<file path="src/rtl/frfcfs_sched_pkg.sv">
package frfcfs_sched_pkg;
    typedef enum logic [1:0] {
        Q_EMPTY = 2'd0,
        Q_SCAN  = 2'd1,
        Q_HOLD  = 2'd2
    } q_state_e;
endpackage

</file>
<file path="src/rtl/frfcfs_hit_detect.sv">
module frfcfs_hit_detect #(
    parameter int DEPTH  = 8,
    parameter int NBANK  = 8,
    parameter int ROW_W  = 14,
    parameter int BANK_W = 3
) (
    input  logic [DEPTH-1:0][BANK_W-1:0] ent_bank,
    input  logic [DEPTH-1:0][ROW_W-1:0]  ent_row,
    input  logic [DEPTH-1:0]             ent_vld,
    input  logic [NBANK-1:0]             bank_rdy,
    input  logic [NBANK-1:0]             bank_open_vld,
    input  logic [NBANK*ROW_W-1:0]       bank_open_row,
    output logic [DEPTH-1:0]             elig,
    output logic [DEPTH-1:0]             hit
);
    logic [NBANK-1:0][ROW_W-1:0] open_rows;
    assign open_rows = bank_open_row;

    // one comparator per entry against its own bank's row buffer
    for (genvar i = 0; i < DEPTH; i++) begin : g_ent
        logic row_eq;
        assign row_eq  = (open_rows[ent_bank[i]] == ent_row[i]);
        assign elig[i] = ent_vld[i] && bank_rdy[ent_bank[i]];
        assign hit[i]  = bank_open_vld[ent_bank[i]] && row_eq;
    end
endmodule

</file>
<file path="src/rtl/frfcfs_age_matrix.sv">
module frfcfs_age_matrix #(
    parameter int DEPTH = 8,
    parameter int IDX_W = 3
) (
    input  logic                        clk,
    input  logic                        rst_n,
    input  logic                        alloc_en,
    input  logic [IDX_W-1:0]            alloc_idx,
    input  logic [DEPTH-1:0]            live,
    output logic [DEPTH-1:0][DEPTH-1:0] older
);
    // older[a][b] = 1 : entry a arrived before entry b
    always_ff @(posedge clk) begin
        if (!rst_n) begin
            older <= '0;
        end else if (alloc_en) begin
            for (int j = 0; j < DEPTH; j++) begin
                older[alloc_idx][j] <= 1'b0;
                older[j][alloc_idx] <= live[j];
            end
        end
    end
endmodule

</file>
<file path="src/rtl/frfcfs_oldest.sv">
module frfcfs_oldest #(
    parameter int DEPTH = 8,
    parameter int IDX_W = 3
) (
    input  logic [DEPTH-1:0]            mask,
    input  logic [DEPTH-1:0][DEPTH-1:0] older,
    output logic                        found,
    output logic [IDX_W-1:0]            idx
);
    logic [DEPTH-1:0] is_first;

    for (genvar i = 0; i < DEPTH; i++) begin : g_col
        logic beaten;
        always_comb begin
            beaten = 1'b0;
            for (int j = 0; j < DEPTH; j++) begin
                if (j != i && mask[j] && older[j][i]) beaten = 1'b1;
            end
            is_first[i] = mask[i] && !beaten;
        end
    end

    always_comb begin
        idx = '0;
        for (int i = DEPTH - 1; i >= 0; i--) begin
            if (is_first[i]) idx = IDX_W'(i);
        end
        found = |mask;
    end
endmodule

</file>
<file path="src/rtl/frfcfs_sched.sv">
module frfcfs_sched
    import frfcfs_sched_pkg::*;
#(
    parameter int DEPTH  = 8,
    parameter int NBANK  = 8,
    parameter int ROW_W  = 14,
    parameter int COL_W  = 10,
    parameter int BANK_W = $clog2(NBANK)
) (
    input  logic                   clk,
    input  logic                   rst_n,
    input  logic                   fcfs_mode,
    input  logic                   req_valid,
    output logic                   req_ready,
    input  logic                   req_write,
    input  logic [BANK_W-1:0]      req_bank,
    input  logic [ROW_W-1:0]       req_row,
    input  logic [COL_W-1:0]       req_col,
    input  logic [NBANK-1:0]       bank_rdy,
    input  logic [NBANK-1:0]       bank_open_vld,
    input  logic [NBANK*ROW_W-1:0] bank_open_row,
    output logic                   gnt_valid,
    input  logic                   gnt_ready,
    output logic                   gnt_write,
    output logic [BANK_W-1:0]      gnt_bank,
    output logic [ROW_W-1:0]       gnt_row,
    output logic [COL_W-1:0]       gnt_col
);
    localparam int IDX_W = (DEPTH > 1) ? $clog2(DEPTH) : 1;

    // ---------------- entry storage ----------------
    logic [DEPTH-1:0]             ent_vld;
    logic [DEPTH-1:0]             ent_wr;
    logic [DEPTH-1:0][BANK_W-1:0] ent_bank;
    logic [DEPTH-1:0][ROW_W-1:0]  ent_row;
    logic [DEPTH-1:0][COL_W-1:0]  ent_col;

    q_state_e         state_q, state_d;
    logic [IDX_W-1:0] lock_idx;
    logic [IDX_W-1:0] sel_idx;
    logic             take;

    // lowest free slot
    logic             has_free;
    logic [IDX_W-1:0] free_idx;
    always_comb begin
        has_free = 1'b0;
        free_idx = '0;
        for (int i = DEPTH - 1; i >= 0; i--) begin
            if (!ent_vld[i]) begin
                has_free = 1'b1;
                free_idx = IDX_W'(i);
            end
        end
    end

    assign req_ready = has_free;

    logic alloc;
    assign alloc = req_valid && has_free;

    logic [DEPTH-1:0] take_mask, alloc_mask, vld_next;
    always_comb begin
        take_mask  = '0;
        alloc_mask = '0;
        if (take)  take_mask[sel_idx]   = 1'b1;
        if (alloc) alloc_mask[free_idx] = 1'b1;
        vld_next = (ent_vld & ~take_mask) | alloc_mask;
    end

    always_ff @(posedge clk) begin
        if (!rst_n) ent_vld <= '0;
        else        ent_vld <= vld_next;
    end

    always_ff @(posedge clk) begin
        if (alloc) begin
            ent_wr[free_idx]   <= req_write;
            ent_bank[free_idx] <= req_bank;
            ent_row[free_idx]  <= req_row;
            ent_col[free_idx]  <= req_col;
        end
    end

    // ---------------- age tracking ----------------
    logic [DEPTH-1:0][DEPTH-1:0] older;
    frfcfs_age_matrix #(.DEPTH(DEPTH), .IDX_W(IDX_W)) u_age (
        .clk       (clk),
        .rst_n     (rst_n),
        .alloc_en  (alloc),
        .alloc_idx (free_idx),
        .live      (ent_vld & ~take_mask),
        .older     (older)
    );

    // ---------------- hit detection ----------------
    logic [DEPTH-1:0] elig, hit;
    frfcfs_hit_detect #(
        .DEPTH(DEPTH), .NBANK(NBANK), .ROW_W(ROW_W), .BANK_W(BANK_W)
    ) u_hit (
        .ent_bank      (ent_bank),
        .ent_row       (ent_row),
        .ent_vld       (ent_vld),
        .bank_rdy      (bank_rdy),
        .bank_open_vld (bank_open_vld),
        .bank_open_row (bank_open_row),
        .elig          (elig),
        .hit           (hit)
    );

    // ---------------- priority select ----------------
    logic             hit_found, any_found;
    logic [IDX_W-1:0] hit_idx, any_idx;

    frfcfs_oldest #(.DEPTH(DEPTH), .IDX_W(IDX_W)) u_old_hit (
        .mask  (elig & hit),
        .older (older),
        .found (hit_found),
        .idx   (hit_idx)
    );

    frfcfs_oldest #(.DEPTH(DEPTH), .IDX_W(IDX_W)) u_old_any (
        .mask  (elig),
        .older (older),
        .found (any_found),
        .idx   (any_idx)
    );

    logic             pick_found;
    logic [IDX_W-1:0] pick_idx;
    always_comb begin
        if (!fcfs_mode && hit_found) pick_idx = hit_idx;
        else                         pick_idx = any_idx;
        pick_found = any_found;
    end

    // ---------------- grant controller ----------------
    always_ff @(posedge clk) begin
        if (!rst_n) state_q <= Q_EMPTY;
        else        state_q <= state_d;
    end

    always_ff @(posedge clk) begin
        if (!rst_n)                                          lock_idx <= '0;
        else if (state_q == Q_SCAN && gnt_valid && !gnt_ready) lock_idx <= sel_idx;
    end

    // outputs
    always_comb begin
        gnt_valid = 1'b0;
        sel_idx   = '0;
        unique case (state_q)
            Q_EMPTY: begin
                gnt_valid = 1'b0;
                sel_idx   = '0;
            end
            Q_SCAN: begin
                gnt_valid = pick_found;
                sel_idx   = pick_idx;
            end
            Q_HOLD: begin
                gnt_valid = 1'b1;
                sel_idx   = lock_idx;
            end
            default: begin
                gnt_valid = 1'b0;
                sel_idx   = '0;
            end
        endcase
        take      = gnt_valid && gnt_ready;
        gnt_write = ent_wr[sel_idx];
        gnt_bank  = ent_bank[sel_idx];
        gnt_row   = ent_row[sel_idx];
        gnt_col   = ent_col[sel_idx];
    end

    // next state
    always_comb begin
        state_d = state_q;
        unique case (state_q)
            Q_EMPTY: state_d = (|vld_next) ? Q_SCAN : Q_EMPTY;
            Q_SCAN: begin
                if (gnt_valid && !gnt_ready) state_d = Q_HOLD;
                else                         state_d = (|vld_next) ? Q_SCAN : Q_EMPTY;
            end
            Q_HOLD: begin
                if (gnt_ready) state_d = (|vld_next) ? Q_SCAN : Q_EMPTY;
                else           state_d = Q_HOLD;
            end
            default: state_d = Q_EMPTY;
        endcase
    end
endmodule

</file>
<file path="config.mk">
export PLATFORM = sky130hd
export DESIGN_NAME = frfcfs_sched
export DESIGN_NICKNAME = d
export VERILOG_FILES = /design/src/rtl/frfcfs_sched_pkg.sv /design/src/rtl/frfcfs_hit_detect.sv /design/src/rtl/frfcfs_age_matrix.sv /design/src/rtl/frfcfs_oldest.sv /design/src/rtl/frfcfs_sched.sv
export SDC_FILE = /design/constraint.sdc
export NUM_CORES = 1
export LEC_CHECK = 0
export BUFFER_PORTS_ARGS = -buffer_cell sky130_fd_sc_hd__buf_2
export CAP_MARGIN = 20
export CORE_UTILIZATION = 30
export DETAILED_ROUTE_END_ITERATION = 8
export PLACE_DENSITY = 0.45
export SYNTH_ARGS = -nofsm -noshare
export SYNTH_HDL_FRONTEND = slang
export SYNTH_SLANG_ARGS = --single-unit
</file>
<file path="constraint.sdc">
create_clock -name clk -period 11.2 [get_ports clk]
set_input_delay 0.56 -clock clk [delete_from_list [all_inputs] [get_ports clk]]
set_output_delay 0.56 -clock clk [all_outputs]
set_load 0.02 [all_outputs]
</file>
==> flow_summary.toml <==
[status]
status = "finished, violations left"
failed_checks = "design-rule violations"

[run]
maxCapViolCount = 0

[route]
drc = 4
drt_pass1_iterations = 8
antenna_left = 0
viasPerCell = 6.107
routedWlPerCell_um = 32.73
routed_wl_um = 96720
via_count = 18046
drt_iter0_drc = 2402

[floorplan]
die-area_mm2 = 0.07539
num_rows = 99
die_w_um = 274.6
start_util = 0.3045
chipHeight_um = 274.6
core_mm2 = 0.07321
io_pins = 191

[clock_tree]
h-tree-depth = 2
cts_buffer_depth = 3
cts_resized = 0
root_buffer = "clkbuf_16"
clkLatencyLatePin_ns = 0.58
ctsHoldBuffers = 0
cts_tree = "done"
cts.sinks = 293
post_cts_buffers = 0
numCtsBuffers = 36
path_clk_slew_ns = 0.06

[synth]
synth_nets = 1998
synth_edf_count = 224
yosys.area.top_type = "edfxtp_1"
synth_area_mm2 = 0.02229
synth_seq_cells = 293
synth_common_cells = "mux2i_1, edfxtp_1, mux4_2, nand2_1, dfxtp_1"
synthArstFlopShare = 0
avgSynthCellArea_um2 = 12.16
syn_inst = 1833
synth_ff_type = "edfxtp_1"
yosys_warnings = 0
synth_top_area_share = 0.3018
synth.most_common_cell = "mux2i_1"
seq_area_frac_synth = 0.3638
synth_cell_types = 88
synth_area_leaders = "edfxtp_1, mux4_2, mux2i_1, dfxtp_1, xor2_1"

[sta]
tns_ns = 0
hold_viol = 0
max_slew.worst_pin.slew_ns = 1.129
slew_headroom = 0.2473
report.final.slew_viol_count = 0
fin_crit_ns = 8.274
finalCritPeriodShare = 0.7387
setup_viol = 0
rsz0062_at_grt = "false"
setup_slack_ns = 2.926
max_freq_mhz = 120.9
finClkSkew_ns = 0.05019

[setup_path]
startpoint = "ent_bank[18]"
required_ns = 10.64
critical_path_class = "reg2out"
r2r_cells = 15
arrival_ns = 7.71
critPathLaunchType = "flop"
path_max_fanout = 44
worstReg2RegStart = "ent_bank[18]"
endpoint_kind = "output port"

[place]
io_buffers = 190
pre_cts_ws_ns = 3.699
gp_congestion = 0.9378
dpl.hpwl_um = 68500

[pwr]
ir_worst_vdd_v = 0.00008972
p_per_area_mw_per_mm2 = 110.5
p_leak_nw = 8.542

[global_routing]
grt_pass1_vias = 17614
overflow = 0
grt_start_max_net_pins = 69
grt_pass1_wl_um = 136600
antenna_found_initial = 2
grt_usage = 0.2534

[hold_path]
hp-start = "req_col[0]"
hold_path_depth = 1
hold_class = "in2reg"

[layout]
n_antenna_cell = 0
syn2layout_area_growth_pct = 12.98
drive_gt1_frac = 0.2605
nets = 2134
-- layout by cell type (no fill, tap or decap), drive strengths merged, types with 16 or more instances in the layout --
cell and instances:
buf 230, a221oi 30, nand3 53, nor2 40, o221ai 28, dfxtp 69
a22oi 45, o22ai 32, o21ai 49, xnor2 24, and2 37, inv 24
a22o 22, nand4 30, mux2 79, o22a 31, mux4 152, a21boi 31
xor2 68, mux2i 311, edfxtp 224, or3 16, nand2 90, clkbuf 45
a21oi 20, nor2b 37
-- per-layer routing --
| metal | up-vias | GRT usage | wire length (um) |
|---|---|---|---|
| met2 | 950 | 0.3978 | 43990 |
| met4 | 4 | 0.08158 | 3280 |
| met3 | 153 | 0.05150 | 8323 |
| li1 | 7695 | - | - |
| met5 | - | 0 | 17 |
| met1 | 9244 | 0.3481 | 41110 |
-- power by group --
group          switching, mW  internal [mW]  leakage, nW
Clock                  0.491          0.707        0.583
Sequential            0.0105           1.18         2.59
Combinational          0.243          0.148         5.37
Total                  0.744           2.04         8.54
-- flip-flops by register name (all words and copies together), names as in the netlist --
| register | count |
|---|---|
| state_q | 2 |
| ent_row | 112 |
| u_age.older | 56 |
| ent_vld | 8 |
| lock_idx | 3 |
| ent_bank | 24 |
| ent_col | 80 |
| ent_wr | 8 |
-- metrics by stage --
step | total power [mW] | hold WS (ns) | cell area (um2) | instances | util
floorplan | 1.413 | 0.4414 | 22290 | 1833 | -
global placement | 1.595 | 0.4829 | 23950 | 2889 | 0.3271
detailed placement | 1.597 | 0.4867 | 23950 | 2889 | 0.3271
CTS | 2.799 | 0.2218 | 25160 | 2954 | 0.3436
global route | 2.865 | 0.2373 | 25180 | 2955 | 0.3440
finish | 2.782 | 0.2605 | 25180 | 2955 | 0.3440
-- logic make-up after synthesis --
group | synth area share
muxes | 0.3332
and+or+nand+nor | 0.1013
DFF | 0.3638
AOI/OAI and AO/OA | 0.1228
xor gates and xnor gates | 0.03615
adders and majority gates | 0.002246
buffers and inverters | 0.04059
-- path summary, 6_finish.rpt --
kind	to	slack, ns
hold reg to reg	lock_idx[1]	0.49
hold / removal	ent_col[50]	0.26
setup / recovery	gnt_row[9]	2.93
setup reg to reg	state_q[0]	4.09
-- worst max-delay path, stage by stage, from the launching register on --
cell      delay [ns]
edfxtp_1        0.32
buf_4           0.63
mux4_2          0.36
nor2b_1         0.06
nor4_4          0.81
nand4b_1        0.43
nor4_2          0.71
and2_1          0.48
a22oi_1         0.14
and4_1          0.25
o21bai_1        0.19
a21oi_2         0.20
o21ai_2         0.16
a21oi_4         0.16
buf_4           0.44
buf_4           0.67
mux2i_1         0.19
o221ai_1        0.54
buf_2           0.28
-- final cells by class --
cell class / instances / area, um2
Tap cell: 959 / 1200
Clock inverter: 20 / 255.2
Fill cell: 7204 / 48020
Timing Repair Buffer: 230 / 1271
Inverter: 25 / 93.84
Clock buffer: 45 / 954.7
Sequential cell: 293 / 8108
Multi-Input combinational cell: 1383 / 13300
Power figures use the tool's default switching activity.
